<file path="src/rtl/crtc_bank_pkg.sv">
package crtc_bank_pkg;

  // Register positions the derived outputs depend on
  localparam int IDX_PROT_LAST = 8'h07;
  localparam int IDX_OVERFLOW  = 8'h07;
  localparam int IDX_CELL      = 8'h09;
  localparam int IDX_CUR_TOP   = 8'h0A;
  localparam int IDX_CUR_BOT   = 8'h0B;
  localparam int IDX_START_HI  = 8'h0C;
  localparam int IDX_START_LO  = 8'h0D;
  localparam int IDX_CLOC_HI   = 8'h0E;
  localparam int IDX_CLOC_LO   = 8'h0F;
  localparam int IDX_LOCK      = 8'h11;
  localparam int IDX_VDE_LO    = 8'h12;
  localparam int LOCK_BIT      = 7;
  localparam int OPEN_BIT      = 4;

  typedef struct packed {
    logic hit;
    logic idx_sel;
    logic dat_sel;
  } port_dec_t;

  // Line count from the low byte and the overflow register
  function automatic logic [10:0] vde_lines(input logic [7:0] lo, input logic [7:0] ovf);
    return {1'b0, ovf[6], ovf[1], lo} + 11'd1;
  endfunction

  // Bitwise merge: bits set in mask take the new value
  function automatic logic [7:0] merge_bits(input logic [7:0] old_v, input logic [7:0] new_v,
                                            input logic [7:0] mask);
    return (old_v & ~mask) | (new_v & mask);
  endfunction

endpackage

</file>
<file path="src/rtl/crtc_port_decode.sv">
module crtc_port_decode
  import crtc_bank_pkg::*;
#(
  parameter int          ADDR_W     = 16,
  parameter logic [15:0] COLOR_BASE = 16'h03D4,
  parameter logic [15:0] MONO_BASE  = 16'h03B4
) (
  input  logic [ADDR_W-1:0] addr,
  input  logic              color_sel,
  output port_dec_t         dec
);
  logic [ADDR_W-1:0] base;

  always_comb begin
    base        = color_sel ? ADDR_W'(COLOR_BASE) : ADDR_W'(MONO_BASE);
    dec.idx_sel = (addr == base);
    dec.dat_sel = (addr == base + ADDR_W'(1));
    dec.hit     = dec.idx_sel | dec.dat_sel;
  end
endmodule

</file>
<file path="src/rtl/crtc_reg_store.sv">
module crtc_reg_store
  import crtc_bank_pkg::*;
#(
  parameter int NUM_REGS = 25,
  parameter int DATA_W   = 8,
  parameter int IDX_W    = 8
) (
  input  logic                            clk,
  input  logic                            rst_n,
  input  logic                            idx_we,
  input  logic                            dat_we,
  input  logic [DATA_W-1:0]               wdata,
  output logic [IDX_W-1:0]                idx_q,
  output logic                            prot_on,
  output logic [NUM_REGS-1:0][DATA_W-1:0] regs
);
  always_ff @(posedge clk or negedge rst_n) begin
    if (!rst_n)      idx_q <= '0;
    else if (idx_we) idx_q <= IDX_W'(wdata);
  end

  assign prot_on = regs[IDX_LOCK][LOCK_BIT];

  for (genvar i = 0; i < NUM_REGS; i++) begin : g_reg
    localparam logic [DATA_W-1:0] OPEN_MASK =
      (i == IDX_OVERFLOW) ? (DATA_W'(1) << OPEN_BIT) : '0;
    logic [DATA_W-1:0] q;
    logic [DATA_W-1:0] wmask;
    logic              sel;

    assign sel   = dat_we && (idx_q == IDX_W'(i));
    assign wmask = (prot_on && (i <= IDX_PROT_LAST)) ? OPEN_MASK : '1;

    always_ff @(posedge clk or negedge rst_n) begin
      if (!rst_n)   q <= '0;
      else if (sel) q <= merge_bits(q, wdata, wmask);
    end

    assign regs[i] = q;
  end
endmodule

</file>
<file path="src/rtl/crtc_derive.sv">
module crtc_derive
  import crtc_bank_pkg::*;
#(
  parameter int NUM_REGS = 25,
  parameter int DATA_W   = 8
) (
  input  logic [NUM_REGS-1:0][DATA_W-1:0] regs,
  output logic [7:0]                      cursor_start,
  output logic [7:0]                      cursor_end,
  output logic [15:0]                     start_addr,
  output logic [15:0]                     cursor_loc,
  output logic [4:0]                      max_scan,
  output logic [10:0]                     vert_disp_end
);
  assign cursor_start  = regs[IDX_CUR_TOP];
  assign cursor_end    = regs[IDX_CUR_BOT];
  assign start_addr    = {regs[IDX_START_HI], regs[IDX_START_LO]};
  assign cursor_loc    = {regs[IDX_CLOC_HI], regs[IDX_CLOC_LO]};
  assign max_scan      = regs[IDX_CELL][4:0];
  assign vert_disp_end = vde_lines(regs[IDX_VDE_LO], regs[IDX_OVERFLOW]);
endmodule

</file>
<file path="src/rtl/crtc_bank.sv">
module crtc_bank
  import crtc_bank_pkg::*;
#(
  parameter int          ADDR_W     = 16,
  parameter int          NUM_REGS   = 25,
  parameter logic [15:0] COLOR_BASE = 16'h03D4,
  parameter logic [15:0] MONO_BASE  = 16'h03B4
) (
  input  logic        clk,
  input  logic        rst_n,
  input  logic        color_sel,
  input  logic [15:0] bus_addr,
  input  logic        bus_wr,
  input  logic [7:0]  bus_wdata,
  output logic [7:0]  bus_rdata,
  output logic [7:0]  cursor_start,
  output logic [7:0]  cursor_end,
  output logic [15:0] start_addr,
  output logic [15:0] cursor_loc,
  output logic [4:0]  max_scan,
  output logic [10:0] vert_disp_end
);
  localparam int DATA_W = 8;
  localparam int IDX_W  = 8;

  port_dec_t                        dec;
  logic                             addr_hit;
  logic                             idx_we;
  logic                             dat_we;
  logic [IDX_W-1:0]                 idx_q;
  logic                             prot_on;
  logic [NUM_REGS-1:0][DATA_W-1:0]  regs;

  crtc_port_decode #(
    .ADDR_W(ADDR_W), .COLOR_BASE(COLOR_BASE), .MONO_BASE(MONO_BASE)
  ) u_dec (
    .addr(bus_addr[ADDR_W-1:0]), .color_sel(color_sel), .dec(dec)
  );

  assign addr_hit = dec.hit;
  assign idx_we   = bus_wr && dec.idx_sel;
  assign dat_we   = bus_wr && dec.dat_sel;

  crtc_reg_store #(
    .NUM_REGS(NUM_REGS), .DATA_W(DATA_W), .IDX_W(IDX_W)
  ) u_store (
    .clk(clk), .rst_n(rst_n), .idx_we(idx_we), .dat_we(dat_we),
    .wdata(bus_wdata), .idx_q(idx_q), .prot_on(prot_on), .regs(regs)
  );

  crtc_derive #(
    .NUM_REGS(NUM_REGS), .DATA_W(DATA_W)
  ) u_derive (
    .regs(regs), .cursor_start(cursor_start), .cursor_end(cursor_end),
    .start_addr(start_addr), .cursor_loc(cursor_loc),
    .max_scan(max_scan), .vert_disp_end(vert_disp_end)
  );

  // Read path: miss -> all ones, index port -> index, data port -> register
  logic [DATA_W-1:0] sel_reg;
  always_comb begin
    sel_reg = '0;
    for (int i = 0; i < NUM_REGS; i++)
      if (idx_q == IDX_W'(i)) sel_reg = regs[i];
  end

  always_comb begin
    if (!dec.hit)        bus_rdata = 8'hFF;
    else if (dec.idx_sel) bus_rdata = idx_q;
    else                 bus_rdata = sel_reg;
  end
endmodule

</file>
<file path="config.mk">
export PLATFORM = sky130hd
export DESIGN_NAME = crtc_bank
export DESIGN_NICKNAME = d
export VERILOG_FILES = /design/src/rtl/crtc_bank_pkg.sv /design/src/rtl/crtc_port_decode.sv /design/src/rtl/crtc_reg_store.sv /design/src/rtl/crtc_derive.sv /design/src/rtl/crtc_bank.sv
export SDC_FILE = /design/constraint.sdc
export NUM_CORES = 1
export LEC_CHECK = 0
export ABC_AREA = 1
export CAP_MARGIN = 10
export CORE_MARGIN = 8
export CORE_UTILIZATION = 50
export DETAILED_ROUTE_END_ITERATION = 8
export PLACE_DENSITY_LB_ADDON = 0.05
export SYNTH_ARGS = -nofsm -noshare
export SYNTH_HDL_FRONTEND = slang
export SYNTH_SLANG_ARGS = --single-unit
</file>
<file path="constraint.sdc">
create_clock -name clk -period 3 [get_ports clk]
set_input_delay 0.45 -clock clk [delete_from_list [all_inputs] [get_ports clk]]
set_output_delay 0.45 -clock clk [all_outputs]
set_load 0.01 [all_outputs]
</file>
=== After elaboration in Yosys (flattened, before gate mapping) ===
Cells that the tools add are included.

* Bits in registers: 208
* Latch bits: 0
* Memory bits (writable): 0
* Bits in read-only memories: 0
* Input port bits: 28
* Output and inout port bits: 72
* Word-level logic and storage cells: 133
* Memories: 0

* Add/subtract/negate cells: 2
* Multipliers: 0
* Div/mod/pow operators: 0
* Magnitude comparators: 0
* Eq/ne operators: 26
* Shift-type cells: 0
* Multiplexer cells: 30
* Bitwise gates (word level): 21
* Reductions and logical operators: 28

{| class="wikitable"
|+ Operator list
! cell !! number
|-
| $mux W8 || 29
|-
| $and A8 B8 Y8 || 10
|-
| $eq A8 B5 Y1 const B || 9
|-
| $eq A8 B4 Y1 const B || 8
|-
| $or A8 B8 Y8 || 8
|-
| $eq A16 B16 Y1 || 2
|-
| $eq A8 B3 Y1 const B || 4
|-
| $logic_and A1 B1 Y1 || 27
|-
| $add A16 B1 Y16 const B || 1
|-
| $eq A8 B2 Y1 const B || 2
|-
| $not A8 Y8 || 2
|-
| $add A10 B1 Y11 const B || 1
|-
| $eq A8 B1 Y1 const B || 1
|-
| $logic_not A8 Y1 || 1
|-
| $mux W7 || 1
|-
| $or A1 B1 Y1 || 1
|}

=== Depth between registers and ports, before layout ===
* Depth in word-level cells: 28
* Gate-level depth with buffers: 22
* Gate-level depth less buffers: 22

=== Cells and area by module ===
Synthesis repeated with hierarchy kept, for this count alone.

* Cell total of the unflattened synthesis: 1547
* Area total of the unflattened synthesis: 11208.2 um2

{| class="wikitable"
|+ By module, submodules not included
! module !! times used !! cells an instance !! area an instance (um2)
|-
| crtc_reg_store || 1 || 919 || 8284.2
|-
| crtc_bank || 1 || 497 || 2164.6
|-
| crtc_derive || 1 || 101 || 633.1
|-
| crtc_port_decode || 1 || 30 || 126.4
|}

=== Worst setup path after synthesis ===
OpenSTA, ideal clock, no wires.

* Path kind: reg-to-output
* Start point: reg u_store.idx_q[4]
* End point: out bus_rdata[6]
* Data arrival time: 1.931 ns
* Required time: 2.550 ns
* Path slack: 0.619 ns
* Cell stages (with the launch flop): 21
* Buffers on the path: 1
* Cells stage by stage: dfrtp_1 > nor2_1 > nand2_1 > buf_6 > nor2_8 > inv_2 > or2_0 > nand2_1 > nand3_1 > nand2_1 > nand4_1 > nor2_1 > nand3_1 > nand2_1 > nand4_1 > nand2_1 > nand3_1 > nand2_1 > nand4_1 > nand2_1 > inv_1

* Longest elaborated chain between the ends: 28
* Elaborated cells between the ends (all ways): 52
* Those cells by class: eq/ne (24); mux (27); reduce/logical (1)

{| class="wikitable"
|+ Ends and longest elaborated chain
! what !! RTL line !! RTL
|-
| from (decl) || crtc_reg_store.sv:13 || <nowiki>output logic [IDX_W-1:0] idx_q,</nowiki>
|-
| from (signal assigned) || crtc_reg_store.sv:19 || <nowiki>else if (idx_we) idx_q <= IDX_W'(wdata);</nowiki>
|-
| $logic_not A8 Y1 || crtc_bank.sv:64 || <nowiki>if (idx_q == IDX_W'(i)) sel_reg = regs[i];</nowiki>
|-
| $mux W8 (24 in series) || crtc_bank.sv:64 ||
|-
| $mux W8 (*) || crtc_bank.sv:64 ||
|-
| $mux W8 (*) || crtc_bank.sv:69 || <nowiki>else if (dec.idx_sel) bus_rdata = idx_q;</nowiki>
|-
| $mux W8 (*) || crtc_bank.sv:68 || <nowiki>if (!dec.hit) bus_rdata = 8'hFF;</nowiki>
|-
| to (decl) || crtc_bank.sv:15 || <nowiki>output logic [7:0] bus_rdata,</nowiki>
|}

Mark *: on every way between the ends. The rest lies on a longest branch, timed or not.

=== Worst setup path in the final report ===
* Start point: reg u_store.idx_q[7]
* End point: out bus_rdata[6]

Same word-level chain as after synthesis.

==> out/qor.txt <==
Initial antenna violation count = 0
Min Tclk post-route = 3.59 ns
Post-synthesis cell area = 10200 sq um
RSZ-0062 raised after global routing = true
Worst Tran Pin Value = 0.622 ns
Die W = 159 um
CTS tree = yes
Post-place setup slack = -0.519 ns
Maxcap violations = 0
Gpl congestion = 0.872
Layout cell share with drive strength beyond 1 = 19.7%
Post-Synth XOR/XNOR Area = 0.689%
Post-Synth Adder-Cell Area = 0.123%
Share of the synthesized area in the top cell type = 51.2%
TNS Setup = -3.88 ns
Synth Flop Type = dfrtp_1
CP max FO = 5
WP data required = 2.55 ns
Die Y = 159 um
Ys async rst share = 100%
Yosys reg bits = 208
Syn_area_per_cell = 7.94 sq um
I/O pin count = 100
Post-synthesis mux area share = 0%
Cell repeated most along the worst path = nand2_1
Slew Limit Fails = 0
1st-pass router iterations = 5
Yosys warns = 0
First-pass GRT wire length = 47100 um
Critical-path cell list = nor2_1 -> nand2_2 -> buf_12 -> nor2_8 -> buf_6 -> inv_2 -> or2_0 -> nand2_1 -> nand3_2 -> nand2_1 -> nand4_1 -> nor2_1 -> nand3_1 -> nand2_1 -> nand4_1 -> nand2_1 -> nand3_1 -> nand2_1 -> nand4_1 -> nand2_1 -> inv_1 -> buf_6
Core Area = 20100 sq um
Final WL = 29600 um
VDD IR max = 0.425 mV
Post-DP HPWL = 20000 um
Post-Syn Instances = 1282
Global route total overflow = 0
Die ar. = 25200 sq um
CP Class = reg -> out
Synth-to-layout area growth = 27.4%
Hold crit path type = reg -> reg
Reg2reg path depth = 10
Compound-Gate Fraction of Synth Area = 12.4%
Fin. Hold Viols = 0
Slowest stage delay, CP = 0.37 ns
WP data arrival = 3.14 ns
Clk Latency, worst-skew pair = 0.51 ns
Initial Util = 50.6%
Via Count = 8887
Number of cells on the worst hold path = 2
Max-slew headroom = 58.6%
Crit. End Element = output pin
Nets@finish = 1447
Pwr per Cell Area = 448 nW/um^2
Post-route setup slack = -0.589 ns
WHS Endpoint = u_store.g_reg[22].q[1]$_DFFE_PN0P_
Leak Pwr = 5.96 nW
IO Port Bufs = 99
Failing checks = setup timing
GRT Total Usage = 24.1%
DR WL/cell = 17.4 um
Distinct cells, synth = 37
Detail Route Antenna Nets = 0
Worst Setup SP = u_store.idx_q[7]$_DFFE_PN0P_
Antenna diodes = 0
Max clock buf depth = 3
CTS root buf = clkbuf_16
Number of vias per cell = 5.21
Outcome = finished, violations left
Slowest cell on the critical path = dfrtp_1
Endpoints failing setup = 8
Final period utilization = 120%
Initial DRC count = 564
CTS HTree Levels = 1
Clk_skew = 0.00858 ns
Most instantiated cells after synthesis = 439 x nand2_1, 215 x o21ai_0, 208 x dfrtp_1, 81 x inv_1, 62 x nor2_1
Critical R2R Launch = u_store.idx_q[1]$_DFFE_PN0P_
Hold path start = u_store.g_reg[22].q[1]$_DFFE_PN0P_
Critical path depth in cells = 22
Achievable Freq = 279 MHz
Largest cells by area after synthesis = dfrtp_1 51%, nand2_1 16%, o21ai_0 11%, buf_4 4.0%, inv_1 3.0%
Vias in the first global route = 8683
Cell family with most CP delay = simple AND/OR/NAND/NOR gates
Clock-pin slew on the worst setup and hold paths = 0.06 ns
Residual DRC = 0
Count leader, synth = nand2_1
Main combinational cell family by area after synthesis = simple AND/OR/NAND/NOR gates
Row count = 52
Sink Count = 208
End of the worst register-to-register path = u_store.g_reg[24].q[5]$_DFFE_PN0P_
Buf/Inv on CP = 5
Sequential area share after synthesis = 51.2%
Syn_nets = 1311
Largest net degree at the start of global routing = 68
EDFF count, synth = 0
Clock buffer count from CTS = 24
Post-synth top area cell = dfrtp_1
R2r setup slk = 0.88 ns
Startpoint types = flop
Post-Synth Simple-Gate Area = 26.3%
routing by layer:
layer  track usage, %  vias to the layer above  wire length, um
met5                0                        -                0
met4             7.68                        0              709
met3             3.66                       50             1910
met2             38.1                      283            13500
met1             33.4                     4199            13500
li1                 -                     4355                -
kinds of logic (layout without fill, tap and decap cells):
family,after synthesis,after routing
and+or+nand+nor,624,624
AOI/OAI and AO/OA,246,246
DFF,208,208
buffers and inverters,195,348
xor gates and xnor gates,8,8
adders and majority gates,1,1
per-stage QoR:
stage | power, W | std cells | hold WS [ns] | cell area (sq um) | util [%]
5_1_grt | 0.00599 | 1705 | 0.498 | 13000 | 64.5
3_5_place_dp | 0.00304 | 1642 | 0.469 | 11700 | 58.0
3_3_place_gp | 0.00304 | 1642 | 0.460 | 11700 | 58.0
6_report | 0.00581 | 1705 | 0.476 | 13000 | 64.5
4_1_cts | 0.00586 | 1704 | 0.484 | 12800 | 63.6
2_1_floorplan | 0.00289 | 1282 | 0.154 | 10200 | -
worst max path at each step:
| stage | to | slack [ns] |
|---|---|---|
| 6_report | bus_rdata[6] | -0.59 |
| 5_1_grt | bus_rdata[6] | -0.83 |
| 4_1_cts | bus_rdata[0] | -0.64 |
| 3_5_place_dp | bus_rdata[0] | -0.52 |
| 3_3_place_gp | bus_rdata[5] | -0.53 |
| 2_1_floorplan | bus_rdata[6] | 0.62 |
placed cells by master, fill, tap and decap left out, types with 3 or more instances in the layout:
cell type and count:
a21oi_1 21, a21oi_2 5, and2_1 3, buf_12 7
buf_4 87, buf_6 21, clkbuf_1 5, clkbuf_16 25
clkbuf_8 7, clkdlybuf4s50_1 87, clkinv_2 6, dfrtp_1 206
inv_1 80, inv_2 12, nand2_1 404, nand2_2 36
nand2_4 5, nand3_1 23, nand3_2 12, nand4_1 31
nor2_1 49, nor2_2 18, nor2_4 10, nor3_1 3
nor3_2 4, nor4_1 3, o21ai_0 215, or2_0 4
or2_2 11, xor2_1 7
worst min-delay path: cells and delay by family (launching register included):
family / cells / cell delay, ns
and+or+nand+nor: 1 / 0.05
AOI/OAI and AO/OA: 1 / 0.05
DFF: 1 / 0.34
report_power, final:
part / internal [W] / switching [W]
registers: 0.00281 / 0.000000108
clock network: 0.00167 / 0.00115
logic: 0.0000517 / 0.000132
layout make-up:
class,instances,area (sq um)
Clock inverter,7,41.3
Tap cell,270,338
Inverter,95,362
Multi-Input combinational cell,879,4290
Fill cell,1726,7140
Clock buffer,36,727
Timing Repair Buffer,210,2000
Sequential cell,208,5210
timing repair:
item	4_1_cts	5_1_grt
gates cloned	1	0
buffers inserted	17	1
hold buffers	1	0
pin swaps	77	62
gates resized for setup	96	46
hold endpoints to repair	47	0
endpoints found under the setup margin	11	10
(Power assumes the default switching activity.)
